## src/rtl/aud_clkgen_pkg.sv

```systemverilog
package aud_clkgen_pkg;

    localparam int SPD_W = 2;
    localparam int RAT_W = 2;
    localparam int CYC_W = 8;
    localparam int BIT_W = CYC_W - 1;

    typedef logic [SPD_W-1:0] spd_code_t;
    typedef logic [RAT_W-1:0] rat_code_t;

    typedef enum logic [1:0] {
        SEQ_IDLE = 2'd0,
        SEQ_HIGH = 2'd1,
        SEQ_LOW  = 2'd2,
        SEQ_PAD  = 2'd3
    } seq_state_e;

    localparam spd_code_t SPD_RESET = 2'b01;
    localparam rat_code_t RAT_RESET = 2'b00;

    // internal steps per frame for each frame-length code
    function automatic logic [CYC_W-1:0] frame_steps(input rat_code_t code);
        logic [CYC_W-1:0] n;
        unique case (code)
            2'b00:   n = 8'd128;
            2'b01:   n = 8'd125;
            2'b10:   n = 8'd132;
            default: n = 8'd136;
        endcase
        return n;
    endfunction

    function automatic logic [BIT_W-1:0] frame_bits(input rat_code_t code);
        logic [CYC_W-1:0] n;
        n = frame_steps(code);
        return n[CYC_W-1:1];
    endfunction

    function automatic logic frame_pad(input rat_code_t code);
        logic [CYC_W-1:0] n;
        n = frame_steps(code);
        return n[0];
    endfunction

endpackage

```

## src/rtl/aud_cfg_hold.sv

```systemverilog
module aud_cfg_hold
    import aud_clkgen_pkg::*;
(
    input  logic      clk,
    input  logic      rst_n,
    input  logic      auto_en,
    input  logic      load,
    input  spd_code_t speed_in,
    input  rat_code_t ratio_in,
    input  logic      vid_in,
    input  logic      grp_in,
    output spd_code_t speed_act,
    output rat_code_t ratio_act,
    output spd_code_t speed_nxt,
    output logic      vid_flag,
    output logic      grp_flag
);

    spd_code_t speed_q;
    rat_code_t ratio_q;
    rat_code_t ratio_nxt;

    // value taken at the next load; frozen while auto-detect is on
    always_comb begin
        speed_nxt = auto_en ? speed_q : speed_in;
        ratio_nxt = auto_en ? ratio_q : ratio_in;
    end

    always_ff @(posedge clk or negedge rst_n) begin
        if (!rst_n) begin
            speed_q <= SPD_RESET;
            ratio_q <= RAT_RESET;
        end else if (load) begin
            speed_q <= speed_nxt;
            ratio_q <= ratio_nxt;
        end
    end

    always_ff @(posedge clk or negedge rst_n) begin
        if (!rst_n) begin
            vid_flag <= 1'b0;
            grp_flag <= 1'b0;
        end else begin
            vid_flag <= vid_in;
            grp_flag <= grp_in;
        end
    end

    assign speed_act = speed_q;
    assign ratio_act = ratio_q;

endmodule

```

## src/rtl/aud_mclk_presc.sv

```systemverilog
module aud_mclk_presc #(
    parameter int SPD_W = 2
) (
    input  logic             clk,
    input  logic             rst_n,
    input  logic             clr,
    input  logic             load,
    input  logic [SPD_W-1:0] speed_cur,
    input  logic [SPD_W-1:0] speed_new,
    output logic             tick
);

    localparam int CNT_W = (1 << SPD_W) - 1;

    logic [CNT_W-1:0] cnt_q;
    logic [CNT_W-1:0] cnt_d;

    function automatic logic [CNT_W-1:0] div_mask(input logic [SPD_W-1:0] s);
        return CNT_W'((1 << s) - 1);
    endfunction

    // the load step is itself count zero of the new prescale
    always_comb begin
        if (clr)
            cnt_d = '0;
        else if (load)
            cnt_d = CNT_W'(1) & div_mask(speed_new);
        else
            cnt_d = (cnt_q + 1'b1) & div_mask(speed_cur);
    end

    always_ff @(posedge clk or negedge rst_n) begin
        if (!rst_n)
            cnt_q <= '0;
        else
            cnt_q <= cnt_d;
    end

    assign tick = (cnt_q == '0);

endmodule

```

## src/rtl/aud_frame_seq.sv

```systemverilog
module aud_frame_seq
    import aud_clkgen_pkg::*;
(
    input  logic      clk,
    input  logic      rst_n,
    input  logic      master,
    input  logic      tick,
    input  rat_code_t ratio_act,
    output logic      sclk_o,
    output logic      lrck_o,
    output logic      drive_en,
    output logic      load
);

    seq_state_e       state_q, state_d;
    logic [BIT_W-1:0] bcnt_q, bcnt_d;
    logic [BIT_W-1:0] k_bits, half_bits;
    logic             pad_step, last_bit, frame_start;
    logic             sclk_q, lrck_q;

    always_comb begin
        k_bits    = frame_bits(ratio_act);
        half_bits = k_bits >> 1;
        pad_step  = frame_pad(ratio_act);
        last_bit  = (bcnt_q == k_bits - 1'b1);
    end

    // next state
    always_comb begin
        state_d     = state_q;
        bcnt_d      = bcnt_q;
        frame_start = 1'b0;
        if (!master) begin
            state_d = SEQ_IDLE;
            bcnt_d  = '0;
        end else if (tick) begin
            unique case (state_q)
                SEQ_IDLE: begin
                    frame_start = 1'b1;
                    state_d     = SEQ_HIGH;
                    bcnt_d      = '0;
                end
                SEQ_HIGH: state_d = SEQ_LOW;
                SEQ_LOW: begin
                    if (!last_bit) begin
                        state_d = SEQ_HIGH;
                        bcnt_d  = bcnt_q + 1'b1;
                    end else if (pad_step) begin
                        state_d = SEQ_PAD;
                    end else begin
                        frame_start = 1'b1;
                        state_d     = SEQ_HIGH;
                        bcnt_d      = '0;
                    end
                end
                SEQ_PAD: begin
                    frame_start = 1'b1;
                    state_d     = SEQ_HIGH;
                    bcnt_d      = '0;
                end
            endcase
        end
    end

    // state register
    always_ff @(posedge clk or negedge rst_n) begin
        if (!rst_n) begin
            state_q <= SEQ_IDLE;
            bcnt_q  <= '0;
        end else begin
            state_q <= state_d;
            bcnt_q  <= bcnt_d;
        end
    end

    // outputs
    always_ff @(posedge clk or negedge rst_n) begin
        if (!rst_n) begin
            sclk_q <= 1'b0;
            lrck_q <= 1'b0;
        end else if (!master) begin
            sclk_q <= 1'b0;
            lrck_q <= 1'b0;
        end else if (tick) begin
            unique case (state_q)
                SEQ_IDLE: begin
                    sclk_q <= 1'b1;
                    lrck_q <= 1'b0;
                end
                SEQ_HIGH: begin
                    sclk_q <= 1'b0;
                    lrck_q <= (bcnt_q >= half_bits - 1'b1) && !last_bit;
                end
                SEQ_LOW:  sclk_q <= !(last_bit && pad_step);
                SEQ_PAD:  sclk_q <= 1'b1;
            endcase
        end
    end

    assign sclk_o   = sclk_q;
    assign lrck_o   = lrck_q;
    assign drive_en = (state_q != SEQ_IDLE);
    assign load     = frame_start || (!master && tick && state_q == SEQ_IDLE);

endmodule

```

## src/rtl/aud_sclk_gen.sv

```systemverilog
module aud_sclk_gen
    import aud_clkgen_pkg::*;
(
    input  logic       mclk,
    input  logic       rst_n,
    input  logic       master_sel,
    input  logic       auto_det_en,
    input  logic [1:0] speed_sel,
    input  logic [1:0] ratio_sel,
    input  logic       vid27_sel,
    input  logic       grp32_sel,
    output logic       sclk_o,
    output logic       lrck_o,
    output logic       sclk_oe,
    output logic       lrck_oe,
    output logic [1:0] speed_act,
    output logic [1:0] ratio_act,
    output logic       vid27_flag,
    output logic       grp32_flag
);

    logic      tick_w;
    logic      load_w;
    logic      drive_w;
    spd_code_t speed_nxt_w;

    aud_cfg_hold u_cfg (
        .clk       (mclk),
        .rst_n     (rst_n),
        .auto_en   (auto_det_en),
        .load      (load_w),
        .speed_in  (speed_sel),
        .ratio_in  (ratio_sel),
        .vid_in    (vid27_sel),
        .grp_in    (grp32_sel),
        .speed_act (speed_act),
        .ratio_act (ratio_act),
        .speed_nxt (speed_nxt_w),
        .vid_flag  (vid27_flag),
        .grp_flag  (grp32_flag)
    );

    aud_mclk_presc #(.SPD_W(SPD_W)) u_presc (
        .clk       (mclk),
        .rst_n     (rst_n),
        .clr       (!master_sel),
        .load      (load_w),
        .speed_cur (speed_act),
        .speed_new (speed_nxt_w),
        .tick      (tick_w)
    );

    aud_frame_seq u_seq (
        .clk       (mclk),
        .rst_n     (rst_n),
        .master    (master_sel),
        .tick      (tick_w),
        .ratio_act (ratio_act),
        .sclk_o    (sclk_o),
        .lrck_o    (lrck_o),
        .drive_en  (drive_w),
        .load      (load_w)
    );

    assign sclk_oe = drive_w;
    assign lrck_oe = drive_w;

endmodule

```

## config.mk

```make
export PLATFORM = sky130hd
export DESIGN_NAME = aud_sclk_gen
export DESIGN_NICKNAME = d
export VERILOG_FILES = /design/src/rtl/aud_clkgen_pkg.sv /design/src/rtl/aud_cfg_hold.sv /design/src/rtl/aud_mclk_presc.sv /design/src/rtl/aud_frame_seq.sv /design/src/rtl/aud_sclk_gen.sv
export SDC_FILE = /design/constraint.sdc
export NUM_CORES = 1
export LEC_CHECK = 0
export ABC_AREA = 1
export CAP_MARGIN = 0
export CELL_PAD_IN_SITES_DETAIL_PLACEMENT = 1
export CELL_PAD_IN_SITES_GLOBAL_PLACEMENT = 1
export CORE_MARGIN = 3
export CORE_UTILIZATION = 45
export CTS_BUF_LIST = sky130_fd_sc_hd__clkbuf_8
export CTS_CLUSTER_SIZE = 25
export DETAILED_ROUTE_END_ITERATION = 6
export GPL_TIMING_DRIVEN = 0
export PLACE_DENSITY_LB_ADDON = 0.1
export SLEW_MARGIN = 20
export SYNTH_ARGS = -nofsm -noshare
export SYNTH_HDL_FRONTEND = slang
export SYNTH_SLANG_ARGS = --single-unit
```

## constraint.sdc

```tcl
create_clock -name mclk -period 4.7 [get_ports mclk]
set_clock_uncertainty 0.15 [all_clocks]
set_input_delay 0.94 -clock mclk [delete_from_list [all_inputs] [get_ports mclk]]
set_output_delay 0.94 -clock mclk [all_outputs]
set_load 0.02 [all_outputs]
```

==> impl_metrics.yaml <==
run_status:
  outcome: "complete, no violations"
placed_design:
  hpwl_mm: 2.949
  io_buffer_count: 18
  place.gp.congestion: 0.8187
synthesis:
  synthesis.instances: 181
  yosysWarnings: 0
  ys_ff_latch: 20
  synth_nets: 208
  synthesis.area_um2: 1469
  syn_avg_cell_area_um2: 8.116
  synth_ff_type: "dfrtp_1"
  seq_area_frac_synth_pct: 34.16
  synth-edff-count: 0
  synthArstFlopShare_pct: 100.0
  synthDistinctLibCells: 35
run:
  drv_cap: 0
global_routing:
  antenna_found_initial: 0
  grt_max_degree: 21
  grt_pass1_vias: 1505
  grt_pass1_wl_mm: 6.492
  grt_usage_pct: 20.61
  overflow: 0
setup_path:
  cp_cell_sequence: "inv_1 -> ha_1 -> inv_1 -> buf_4 -> clkdlybuf4s50_1"
  required_ns: 3.61
  r2r-start: "u_cfg.ratio_act[1]"
  slowest_delay_ns: 0.59
  worstSetupPathType: "flip-flop to primary output"
  crit_arrival_ns: 1.72
  cpMaxStageDelayCell: "clkdlybuf4s50_1"
  critPathLaunchType: "flip-flop"
  rrSetupSlack_ns: 2.07
  cp_max_fo: 3
  r2r-end: "u_seq.bcnt_q[4]"
  r2r_cells: 15
  end_kind: "primary output"
  path_common_cell: "inv_1"
clock_network:
  postCtsSetupBuffers: 0
  clock_latency_ns: 0.26
  tritoncts: "done"
  path_clk_slew_ns: 0.07
  cts_sinks: 20
  cts_resized: 0
  numCtsBuffers: 3
  cts_max_path_buffers: 2
  cts_hold_repair.buffers: 0
  cts_root_buffer: "clkbuf_8"
  htree_levels: 1
detailed_routing:
  num_vias: 1271
  route.detailed.drc: 0
  antenna_left: 0
  avgViaCountPerCell: 5.146
  dr.pass1.iters: 4
  wl_mm: 3.635
  routedWlPerCell_um: 14.72
  drtIter0Drc: 26
die:
  start_util_pct: 47.72
  rows: 20
  dieArea_um2: 3986
  core-area_um2: 3078
  num_io_pins: 20
  fp.dieH_um: 63.14
  die_w_um: 63.14
timing:
  worstMarginPinSlew_ns: 0.9806
  post-route-period-util_pct: 59.86
  rsz0062_at_grt: "no"
  final-hold-violation-count: 0
  fin_hold_ws_ns: 0.3602
  relSlewSlack_pct: 34.42
  setup_viol: 0
  finalCriticalPeriod_ns: 2.813
  drv_slew: 0
  fmax_mhz: 355.4
  finalSetupTns_ns: 0
power_and_ir_drop:
  p_leak_uw: 0.0008557
  ir_worst_vdd_mv: 0.2981
  power_density_nw_per_um2: 567.0
hold_path:
  holdPathEnd: "u_cfg.ratio_act[1]"
  min_path_type: "flip-flop to flip-flop"
  whs_path_depth: 2
  hold_start: "u_cfg.ratio_act[1]"
final_layout:
  area_delta_synth_final_pct: 19.76
  nets: 231
  diodes: 0
  final_cell_mix: "41 x nand2_1, 28 x inv_1, 19 x dfrtp_1, 18 x clkdlybuf4s50_1, 17 x ha_1"
  drive_above_1_share_pct: 11.33
  final_common_cell: "nand2_1"
==> metrics by stage <==
stage          power, uW  worst slack, ns  utilization [%]  instance area, um2  cells
6_report           997.5            1.887            57.15                1759    247
5_1_grt             1099            1.775            57.15                1759    247
4_1_cts             1014            1.880            57.15                1759    247
3_5_place_dp       873.3            2.066            55.37                1704    243
3_3_place_gp       831.7            2.148            55.37                1704    243
2_1_floorplan      678.0            2.296                -                1469    181
==> power breakdown <==
group          total, uW  leakage, uW  switching, uW  internal (uW)
Clock                131    0.0000288           56.9           74.5
Sequential           250     0.000261           35.4            215
Combinational        616     0.000566            377            239
==> how the worst max path moves through the flow <==
| stage | depth (start not counted) | slack, ns | start | endpoint |
|---|---|---|---|---|
| after floorplan | 15 | 2.30 | u_cfg.ratio_act[1] | u_seq.bcnt_q[4] |
| after global placement | 15 | 2.15 | u_cfg.ratio_act[1] | u_cfg.ratio_act[0] |
| after detailed placement | 15 | 2.07 | u_cfg.ratio_act[1] | u_cfg.ratio_act[1] |
| after CTS | 5 | 1.88 | u_seq.state_q[1] | sclk_oe |
| after global routing | 5 | 1.78 | u_seq.state_q[1] | sclk_oe |
| final | 5 | 1.89 | u_seq.state_q[1] | sclk_oe |
==> cells by family after synthesis <==
group	after synthesis	share of synthesized area (%)
DFF	20	34.16
and+or+nand+nor	85	29.64
other	1	0.2553
adders and majority gates	17	14.48
AOI/OAI and AO/OA	21	9.199
xor gates and xnor gates	5	2.981
buffers and inverters	32	9.284
==> layout make-up <==
class                      instances  area [um2]
fill                             388        1319
timing repair buffer              18       180.2
sequential                        20       501.7
inverter                          29       108.9
tap                               44       55.05
multi-input combinational        129       830.8
buffer                             3       27.53
clock buffer                       4       55.05
==> worst max-delay path: cells and delay by family (launching register included) <==
family                     cells  cell delay [ns]
adders and majority gates      1             0.22
buffers and inverters          4             0.86
DFF                            1             0.39
==> Yosys cell counts (2+ instances only) <==
master / instances / area (um2)
a21oi_1: 4 / 20.02
dfrtp_1: 19 / 475.5
ha_1: 17 / 212.7
inv_1: 28 / 105.1
nand2_1: 41 / 153.9
nand2_4: 2 / 22.52
nand3_1: 12 / 60.06
nand3_4: 2 / 35.03
nand4_1: 5 / 31.28
nor2_1: 9 / 33.78
nor3_1: 5 / 25.02
o21ai_0: 5 / 25.02
o21ai_1: 3 / 15.01
o21ai_2: 5 / 43.79
xor2_1: 4 / 35.03
==> layer usage <==
layer,global-route usage [%],vias to the layer above,routed length (um)
met2,37.15,19,1940
met4,9.366,0,65
li1,-,628,-
met5,0,-,0
met3,3.565,9,96
met1,23.50,615,1532
==> state kept, by name (all words and copies together) (netlist names) <==
name,count
u_cfg.ratio_act,2
u_cfg.vid_flag,1
u_seq.bcnt_q,7
u_cfg.grp_flag,1
u_seq.state_q,2
u_seq.sclk_o,1
u_cfg.speed_act,2
u_seq.lrck_o,1
u_presc.cnt_q,3
Power figures use the tool's default switching activity.
